File: src/rtl/bsalu_pkg.sv
package bsalu_pkg;

  typedef enum logic [1:0] {
    OP_AND  = 2'b00,
    OP_OR   = 2'b01,
    OP_ADD  = 2'b10,
    OP_LESS = 2'b11
  } op_e;

  function automatic logic fa_sum(input logic x, input logic y, input logic c);
    return x ^ y ^ c;
  endfunction

  function automatic logic fa_carry(input logic x, input logic y, input logic c);
    return (x & y) | (x & c) | (y & c);
  endfunction

  function automatic logic slice_pick(input op_e op, input logic and_v,
                                      input logic or_v, input logic sum_v,
                                      input logic less_v);
    logic r;
    case (op)
      OP_AND:  r = and_v;
      OP_OR:   r = or_v;
      OP_ADD:  r = sum_v;
      default: r = less_v;
    endcase
    return r;
  endfunction

endpackage

File: src/rtl/bsalu_slice.sv
module bsalu_slice
  import bsalu_pkg::*;
(
  input  logic       a_bit,
  input  logic       b_bit,
  input  logic       b_inv,
  input  logic       carry_in,
  input  logic       less_in,
  input  logic [1:0] op,
  output logic       res_bit,
  output logic       carry_out
);
  logic b_eff;
  logic and_v, or_v, sum_v;

  assign b_eff     = b_bit ^ b_inv;
  assign and_v     = a_bit & b_eff;
  assign or_v      = a_bit | b_eff;
  assign sum_v     = fa_sum(a_bit, b_eff, carry_in);
  assign carry_out = fa_carry(a_bit, b_eff, carry_in);
  assign res_bit   = slice_pick(op_e'(op), and_v, or_v, sum_v, less_in);
endmodule

File: src/rtl/bsalu_msb_slice.sv
module bsalu_msb_slice
  import bsalu_pkg::*;
(
  input  logic       a_bit,
  input  logic       b_bit,
  input  logic       b_inv,
  input  logic       carry_in,
  input  logic       less_in,
  input  logic [1:0] op,
  output logic       res_bit,
  output logic       carry_out,
  output logic       set_out,
  output logic       ovf_out
);
  logic sign_raw;

  bsalu_slice u_core (
    .a_bit    (a_bit),
    .b_bit    (b_bit),
    .b_inv    (b_inv),
    .carry_in (carry_in),
    .less_in  (less_in),
    .op       (op),
    .res_bit  (res_bit),
    .carry_out(carry_out)
  );

  // sign of the adder output, recomputed here for the compare path
  assign sign_raw = fa_sum(a_bit, b_bit ^ b_inv, carry_in);
  assign ovf_out  = carry_in ^ carry_out;
  assign set_out  = sign_raw ^ ovf_out;
endmodule

File: src/rtl/bsalu_zero.sv
module bsalu_zero #(
  parameter int WIDTH = 32
) (
  input  logic [WIDTH-1:0] value,
  output logic             is_zero
);
  assign is_zero = ~|value;
endmodule

File: src/rtl/bsalu_top.sv
module bsalu_top
  import bsalu_pkg::*;
#(
  parameter int WIDTH = 32
) (
  input  logic [WIDTH-1:0] a_in,
  input  logic [WIDTH-1:0] b_in,
  input  logic             b_inv,
  input  logic [1:0]       op_sel,
  output logic [WIDTH-1:0] result,
  output logic             zero,
  output logic             overflow,
  output logic             carry_out
);
  localparam int MSB = WIDTH - 1;

  logic [WIDTH:0] carry;
  logic           set_less;
  logic           ovf_raw;

  assign carry[0] = b_inv;

  generate
    for (genvar i = 0; i < MSB; i++) begin : g_lo
      bsalu_slice u_slice (
        .a_bit    (a_in[i]),
        .b_bit    (b_in[i]),
        .b_inv    (b_inv),
        .carry_in (carry[i]),
        .less_in  ((i == 0) ? set_less : 1'b0),
        .op       (op_sel),
        .res_bit  (result[i]),
        .carry_out(carry[i+1])
      );
    end
  endgenerate

  bsalu_msb_slice u_msb (
    .a_bit    (a_in[MSB]),
    .b_bit    (b_in[MSB]),
    .b_inv    (b_inv),
    .carry_in (carry[MSB]),
    .less_in  (1'b0),
    .op       (op_sel),
    .res_bit  (result[MSB]),
    .carry_out(carry[WIDTH]),
    .set_out  (set_less),
    .ovf_out  (ovf_raw)
  );

  bsalu_zero #(.WIDTH(WIDTH)) u_zero (
    .value  (result),
    .is_zero(zero)
  );

  assign carry_out = carry[WIDTH];
  assign overflow  = (op_e'(op_sel) == OP_ADD) & ovf_raw;

  always_comb begin
    a_r6_zero_flag: assert (zero == (result == '0));
    if (op_sel != 2'b10) begin
      a_r7_ovf_quiet: assert (!overflow);
    end
    if (op_sel == 2'b11) begin
      a_r5_upper_clear: assert (result[MSB:1] == '0);
    end
    if (op_sel == 2'b10 && !b_inv) begin
      a_r3_add_sum: assert ({carry_out, result} == ({1'b0, a_in} + {1'b0, b_in}));
    end
    if (op_sel == 2'b10 && b_inv) begin
      a_r4_sub_diff: assert (result == a_in - b_in);
    end
  end
endmodule

File: config.mk
export PLATFORM = sky130hd
export DESIGN_NAME = bsalu_top
export DESIGN_NICKNAME = d
export VERILOG_FILES = /design/src/rtl/bsalu_pkg.sv /design/src/rtl/bsalu_slice.sv /design/src/rtl/bsalu_msb_slice.sv /design/src/rtl/bsalu_zero.sv /design/src/rtl/bsalu_top.sv
export SDC_FILE = /design/constraint.sdc
export NUM_CORES = 1
export LEC_CHECK = 0
export BUFFER_PORTS_ARGS = -buffer_cell sky130_fd_sc_hd__buf_2
export CORE_UTILIZATION = 49
export DETAILED_ROUTE_END_ITERATION = 10
export PLACE_DENSITY = 0.81
export SLEW_MARGIN = 20
export SYNTH_ARGS = -nofsm -noshare
export SYNTH_HDL_FRONTEND = slang
export SYNTH_SLANG_ARGS = --single-unit
File: constraint.sdc
create_clock -name vclk -period 17.55
set_clock_uncertainty 0.15 [all_clocks]
set_input_delay 1.755 -clock vclk [all_inputs]
set_output_delay 1.755 -clock vclk [all_outputs]
set_load 0.05 [all_outputs]
==> impl_metrics.csv, run 1 <==
group,metric,value,unit
outcome,status,"complete, no violations",
layout,multi_input_area,0.00241,sq mm
timing,max_freq,58.7,MHz
critical_path,required,15.65,ns
timing,slew_violations,0,
global_route,gr-total-overflow,0,
logic_synthesis,syn_area,0.00299,sq mm
logic_synthesis,synth_cell_types,24,
route,drc,0,
power,peakVddDrop,0.0332,mV
layout,final.clkbuf_count,0,
power,swShare,0.671,
layout,seq_area,0,sq um
layout,syn_to_final_growth,10.3,%
flow_run,maxCapViolCount,0,
route,routedWlPerCell,13.5,um
power,p_leak,1.93,nW
route,viasPerCell,4.97,
logic_synthesis,yosysTopAreaCellShare,0.267,
die,die_width,80.2,um
layout,nFillCells,557,
logic_synthesis,netlist_instances,329,
power,intPower,0.0494,mW
logic_synthesis,syn_area_per_cell,9.10,sq um
logic_synthesis,syn-num-nets,492,
placed_design,place.gp.congestion,0.840,
route,ant_nets,0,
die,core,0.00592,sq mm
layout,drive_above_1_share,0.289,
timing,post-route-period-util,0.971,
layout,seq_cell_count,0,
global_route,antenna_found_initial,0,
route,drtIter0Drc,69,
route,wl,6270,um
critical_path,critical_path_class,"in -> out",
timing,rsz0062_at_grt,"false",
logic_synthesis,yosysWarningCount,0,
critical_path,critPathMostFrequentCell,"fa_1",
power,p_comb_frac,1.000,
timing,post-route-min-period,17.03,ns
placed_design,dpl.hpwl,5300,um
power,power_density,45.4,mW/mm^2
route,vias,2299,
logic_synthesis,yosysSeqAreaShare,0,
critical_path,cp-end-kind,"primary output",
layout,n_antenna_cell,0,
global_route,grt_use_total,0.198,
hold_path,worstHoldPathType,"in -> out",
route,firstDrtPassIters,4,
die,fp.dieH,80.2,um
timing,setup_tns,0,ns
power,p_seq_frac,0,
timing,setup_violations,0,
logic_synthesis,yosysTopAreaCell,"ha_1",
critical_path,cp_slowest_cell,"fa_1",
clock_tree,cts-hold-fix-buffers,0,
timing,tightest_slew,0.713,ns
power,clkPwrFrac,0,
critical_path,cp.arrival,15.13,ns
placed_design,io_buffer_count,102,
die,rows,28,
power,power_switching,0.100,mW
critical_path,cp_max_fo,6,
die,dieArea,0.00643,sq mm
logic_synthesis,synth_area_leaders,"ha_1 (27%), fa_1 (21%), mux2i_1 (9.7%)",
global_route,grt_max_degree,41,
global_route,grt_pass1_wl,10100,um
global_route,grt_pass1_vias,2288,
critical_path,slowest_delay,0.41,ns
die,start_util,0.506,
die,io_pins,102,
layout,layout.nets,553,
layout,fin_util,0.558,
critical_path,critPathLaunch,"b_inv",
timing,slew_headroom,0.525,
hold_path,hp-start,"a_in[18]",
timing,hold_viol,0,
critical_path,worstSetupStartpointType,"input pin",
-- layer usage --
| metal | global-route usage | wire length [um] | part of all wire | vias to the layer above |
|---|---|---|---|---|
| li1 | - | - | - | 1118 |
| met2 | 0.366 | 3200 | 0.51 | 83 |
| met4 | 0.0375 | 116 | 0.018 | 0 |
| met5 | 0 | 0 | 0 | - |
| met1 | 0.248 | 2630 | 0.42 | 1086 |
| met3 | 0.0193 | 321 | 0.051 | 12 |
-- area by class of cell --
type,instances,area share
Inverter,68,0.0773
Multi-Input combinational cell,214,0.730
Tap cell,75,0.0284
Timing Repair Buffer,106,0.164
-- layout by cell type, fill, tap and decap left out --
cell type,count
buf_2,101
inv_1,68
ha_1,64
xor2_1,33
mux2i_1,29
fa_1,29
o22ai_1,28
nor4_1,6
buf_4,5
nor2b_1,4
o21ai_0,3
o31a_1,3
fa_2,3
and2b_1,2
nor4_2,2
nand2_1,2
nand2b_1,1
mux4_2,1
xnor2_1,1
nor3b_1,1
nand4_1,1
nor3_1,1
-- cells by family after synthesis --
logic type	Yosys count	share of synthesized area
multiplexers	30	0.104
XOR/XNOR	34	0.0995
buffers and inverters	115	0.199
adder cells (fa/ha/maj)	96	0.481
AO/OA/AOI/OAI	34	0.0723
AND/OR/NAND/NOR	20	0.0430
-- per-stage QoR --
stage,instances,total power [mW],hold slack (ns),setup WS [ns],instance area (sq um)
after detailed placement,462,0.149,3.98,0.250,3280
final,463,0.150,3.98,0.515,3300
after global routing,463,0.166,4.02,0.0279,3300
after global placement,462,0.145,3.97,0.465,3280
after CTS,462,0.149,3.98,0.189,3280
after floorplan,329,0.126,3.80,0.193,2990
-- synthesized netlist by cell type, types with 2 or more instances --
cell,count
o31a_1,3
clkbuf_1,3
buf_6,2
buf_4,35
inv_1,68
nor4_1,7
fa_1,32
mux2i_1,29
nand2_1,2
xor2_1,33
and2b_1,2
o22ai_1,28
nor2b_1,4
ha_1,64
buf_2,6
o21ai_0,3
-- final timing paths --
path              cells past startpoint  slack, ns          to
setup / recovery                     42       0.52        zero
hold / removal                        5       3.98  result[18]
-- power by group through the flow --
stage	clock network [mW]	logic (mW)	registers [mW]
detailed placement	0	0.149	0
global route	0	0.166	0
global placement	0	0.145	0
finish	0	0.150	0
CTS	0	0.149	0
floorplan	0	0.126	0
-- worst max-delay path: cells and delay by family --
kind / cells / cell delay [ns]
adder cells (fa/ha/maj): 31 / 11.51
AND/OR/NAND/NOR: 4 / 0.71
buffers and inverters: 5 / 0.67
AO/OA/AOI/OAI: 1 / 0.30
XOR/XNOR: 1 / 0.19
-- what timing repair did --
item,CTS,global route
setup buffers,0,1
endpoints found under the setup margin,0,1
gates resized for setup,0,6
(Power assumes the default switching activity.)
==> run 2: changes to the inputs <==
CAP_MARGIN = 20   (was not set)
MAX_ROUTING_LAYER = met4   (was not set)
==> run 2 against run 1 <==
Total power about the same. Critical path depth unchanged. Worst hold slack worse by 0.00059 ns. Global-route usage up 0.51 points. Combinational power about the same. Non-clock buffer count unchanged. Sequential cell count unchanged. Sequential share of layout area unchanged. Via count down 1.1%. Die area unchanged.
==> impl_metrics.csv, run 2 (synthesis results as in run 1) <==
group,metric,value,unit
layout,syn_to_final_growth,10.3,%
die,core,0.00592,sq mm
critical_path,cp.arrival,15.11,ns
power,p_seq_frac,0,
global_route,grtUsageMet3,0.0170,
global_route,grt_pass1_vias,2298,
route,routedWlPerCell,13.6,um
route,vias,2273,
power,power_switching,0.100,mW
timing,post-route-min-period,17.01,ns
route,firstDrtPassIters,4,
hold_path,worstHoldPathType,"in -> out",
timing,rsz0062_at_grt,"false",
timing,tightest_slew,0.707,ns
critical_path,cp_max_fo,6,
layout,final_common_cell,"buf_2",
power,p_comb_frac,1.000,
route,viasPerCell,4.91,
layout,layout.nets,553,
layout,drive_above_1_share,0.289,
power,power_density,45.3,mW/mm^2
die,dieArea,0.00643,sq mm
outcome,status,"complete, no violations",
route,drc,0,
global_route,met1_usage,0.248,
power,swShare,0.670,
clock_tree,cts-hold-fix-buffers,0,
die,io_pins,102,
die,start_util,0.506,
placed_design,place.gp.congestion,0.853,
critical_path,cp-end-kind,"primary output",
critical_path,critical_path_class,"in -> out",
critical_path,critPathTopFamily,"adder cells",
layout,n_antenna_cell,0,
power,p_leak,1.93,nW
die,fp.dieH,80.2,um
layout,seq_cell_count,0,
timing,setup_tns,0,ns
timing,slew_violations,0,
timing,setup_violations,0,
critical_path,critPathMostFrequentCell,"fa_1",
flow_run,maxCapViolCount,0,
layout,final.clkbuf_count,0,
global_route,gr-total-overflow,0,
power,clkPwrFrac,0,
critical_path,crit_buf_inv,5,
timing,slew_headroom,0.529,
die,die_width,80.2,um
timing,max_freq,58.8,MHz
critical_path,required,15.65,ns
power,intPower,0.0494,mW
route,wl,6280,um
route,drtIter0Drc,75,
placed_design,io_buffer_count,102,
global_route,grt_max_degree,41,
critical_path,slowest_delay,0.41,ns
critical_path,worstSetupStartpointType,"input pin",
placed_design,dpl.hpwl,5300,um
global_route,antenna_found_initial,0,
global_route,grt_pass1_wl,10100,um
global_route,grt_use_total,0.203,
global_route,busiest_layer,"met2",
critical_path,cp_slowest_cell,"fa_1",
route,ant_nets,0,
power,peakVddDrop,0.0331,mV
die,rows,28,
layout,seq_area,0,sq um
power,p_total,0.150,mW
layout,final_cell_mix,"buf_2 (101), inv_1 (68), ha_1 (64)",
timing,hold_viol,0,
timing,post-route-period-util,0.970,
global_route,use_met2,0.367,
## run 2: cell counts in the layout (fill, tap and decap cells not counted)
Identical to the previous run, type by type.
## run 2: final timing paths
| kind | from | endpoint | cells past startpoint |
|---|---|---|---|
| max | b_inv | zero | 42 |
| min | a_in[18] | result[18] | 5 |
## run 2: metal layers
metal	vias to the layer above	wire length, um
met2	82	3220
met4	0	93
li1	1116	-
met1	1065	2620
met5	-	0
met3	10	344
## run 2: tightest hold or removal path, stage by stage
cell,delay (ns)
buf_2,0.12
inv_1,0.05
ha_1,0.14
o22ai_1,0.09
buf_2,0.22
## run 2: through the flow
| stage | instance area [sq um] | util | hold WS, ns | worst slack, ns | instances |
|---|---|---|---|---|---|
| floorplan | 2990 | - | 3.80 | 0.193 | 329 |
| global placement | 3280 | 0.554 | 3.97 | 0.465 | 462 |
| detailed placement | 3280 | 0.554 | 3.98 | 0.250 | 462 |
| CTS | 3280 | 0.554 | 3.98 | 0.189 | 462 |
| global route | 3300 | 0.558 | 4.02 | 0.0279 | 463 |
| finish | 3300 | 0.558 | 3.98 | 0.535 | 463 |
## run 2: repair_timing
item / CTS / global route
gates resized for setup: 0 / 6
setup endpoints to repair: 0 / 1
setup buffers: 0 / 1
## run 2: power by group through the flow
stage / logic, mW / clock network (mW) / registers [mW]
floorplan: 0.126 / 0 / 0
global placement: 0.145 / 0 / 0
detailed placement: 0.149 / 0 / 0
CTS: 0.149 / 0 / 0
global route: 0.166 / 0 / 0
finish: 0.150 / 0 / 0
## run 2: area by class of cell
type	count	area, sq um
fill	557	2620
multi-input combinational	214	2410
timing repair buffer	106	543
inverter	68	255
tap	75	93.8
==> run 3: changes to the inputs <==
==> constraint.sdc (replaced) <==
create_clock -name vclk -period 17.55
set_clock_uncertainty 0.15 [all_clocks]
set_input_delay 0.8775 -clock vclk [all_inputs]
set_output_delay 0.8775 -clock vclk [all_outputs]
set_load 0.05 [all_outputs]
==> run 3 against run 2 <==
Final area decreased by 0.72%. Clock-buffer cell count unchanged. Non-clock buffer count decreased by 1. Sequential share of layout area unchanged. Critical path depth unchanged. Routed wire length increased by 4.6%. Sequential cell count unchanged. Global-route usage increased by 0.68 points. Cell count decreased by 0.22%. Worst setup slack improved by 0.99 ns. Combinational power about the same. First-iteration DRC count increased by 21%.
==> impl_metrics.csv, run 3 (synthesis results as in run 1) <==
group,metric,value,unit
outcome,status,"complete, no violations",
power,p_seq_frac,0,
die,die_width,80.2,um
timing,tightest_slew,0.762,ns
timing,hold_viol,0,
layout,seq_area,0,sq um
clock_tree,cts_setup_buffers,0,
layout,final.clkbuf_count,0,
timing,slew_violations,0,
timing,post-route-period-util,0.913,
clock_tree,cts-hold-fix-buffers,0,
die,fp.dieH,80.2,um
die,dieArea,0.00643,sq mm
placed_design,dpl.hpwl,5520,um
die,io_pins,102,
placed_design,io_buffer_count,102,
global_route,grt_pass1_wl,10300,um
timing,post-route-min-period,16.02,ns
critical_path,cp-end-kind,"primary output",
layout,layout.nets,552,
power,power_switching,0.101,mW
timing,rsz0062_at_grt,"false",
power,peakVddDrop,0.0324,mV
layout,drive_above_1_share,0.276,
critical_path,worstSetupStartpointType,"input pin",
layout,syn_to_final_growth,9.53,%
power,power_density,45.8,mW/mm^2
timing,setup_violations,0,
critical_path,critical_path_class,"in -> out",
power,p_comb_frac,1.000,
critical_path,cp_slowest_cell,"buf_2",
critical_path,required,16.52,ns
layout,seq_cell_count,0,
route,firstDrtPassIters,4,
placed_design,place.gp.congestion,0.894,
die,rows,28,
layout,final_common_cell,"buf_2",
route,viasPerCell,4.98,
route,drtIter0Drc,91,
global_route,grt_use_total,0.210,
global_route,grt_pass1_vias,2288,
layout,final_cell_mix,"buf_2 (102), inv_1 (68), ha_1 (64)",
power,p_leak,1.92,nW
die,start_util,0.506,
clock_tree,postCtsResizedCells,0,
timing,setup_tns,0,ns
critical_path,critPathMostFrequentCell,"fa_1",
route,wl,6560,um
route,vias,2299,
critical_path,cp_max_fo,20,
route,routedWlPerCell,14.2,um
route,ant_nets,0,
global_route,gr-total-overflow,0,
die,core,0.00592,sq mm
route,drc,0,
critical_path,slowest_delay,0.45,ns
flow_run,maxCapViolCount,0,
global_route,grt_max_degree,41,
power,intPower,0.0490,mW
timing,fin_ws,1.53,ns
hold_path,worstHoldPathType,"in -> out",
global_route,antenna_found_initial,0,
timing,slew_headroom,0.492,
power,swShare,0.674,
critical_path,cp.arrival,15.00,ns
layout,n_antenna_cell,0,
placed_design,place_ws,1.57,ns
power,clkPwrFrac,0,
timing,max_freq,62.4,MHz
==> run 3: cell count changes in the layout (fill, tap and decap cells not counted) <==
| cell | delta |
|---|---|
| buf_4 | -2 |
| fa_2 | -3 |
| fa_1 | +3 |
| nor4_1 | +1 |
| buf_2 | +1 |
| nor4_2 | -1 |
==> run 3: through the flow <==
stage	area, sq um	cells	hold WS [ns]	utilization	power [mW]
after floorplan	2990	329	2.04	-	0.126
after global placement	3280	462	2.22	0.554	0.144
after detailed placement	3280	462	2.23	0.554	0.151
after CTS	3280	462	2.23	0.554	0.151
after global routing	3280	462	2.26	0.554	0.165
final	3280	462	2.24	0.554	0.150
==> run 3: worst paths after layout <==
| kind | startpoint | end | slack [ns] | cells past startpoint |
|---|---|---|---|---|
| max | b_inv | zero | 1.53 | 42 |
| min | a_in[3] | result[3] | 2.24 | 5 |
==> run 3: critical path: cells and delay by family <==
kind                       cells  cell delay [ns]
adders and majority gates     31            11.79
AOI/OAI and AO/OA              1             0.29
buffers and inverters          5             1.02
xor gates and xnor gates       1             0.18
and+or+nand+nor                4             0.82
==> run 3: area by class of cell <==
| cell class | count | area [sq um] |
|---|---|---|
| Fill cell | 539 | 2640 |
| Inverter | 68 | 255 |
| Multi-Input combinational cell | 214 | 2400 |
| Tap cell | 75 | 93.8 |
| Timing Repair Buffer | 105 | 533 |
==> run 3: power by group through the flow <==
stage,sequential (mW),combinational (mW),clock (mW)
global placement,0,0.144,0
global route,0,0.165,0
finish,0,0.150,0
CTS,0,0.151,0
floorplan,0,0.126,0
detailed placement,0,0.151,0
==> run 3: per-layer routing <==
layer,vias up,track usage,share of wire
met3,8,0.0125,0.060
met1,1080,0.247,0.41
met5,-,-,0
met2,97,0.395,0.52
li1,1114,-,-
met4,0,0.0375,0.016
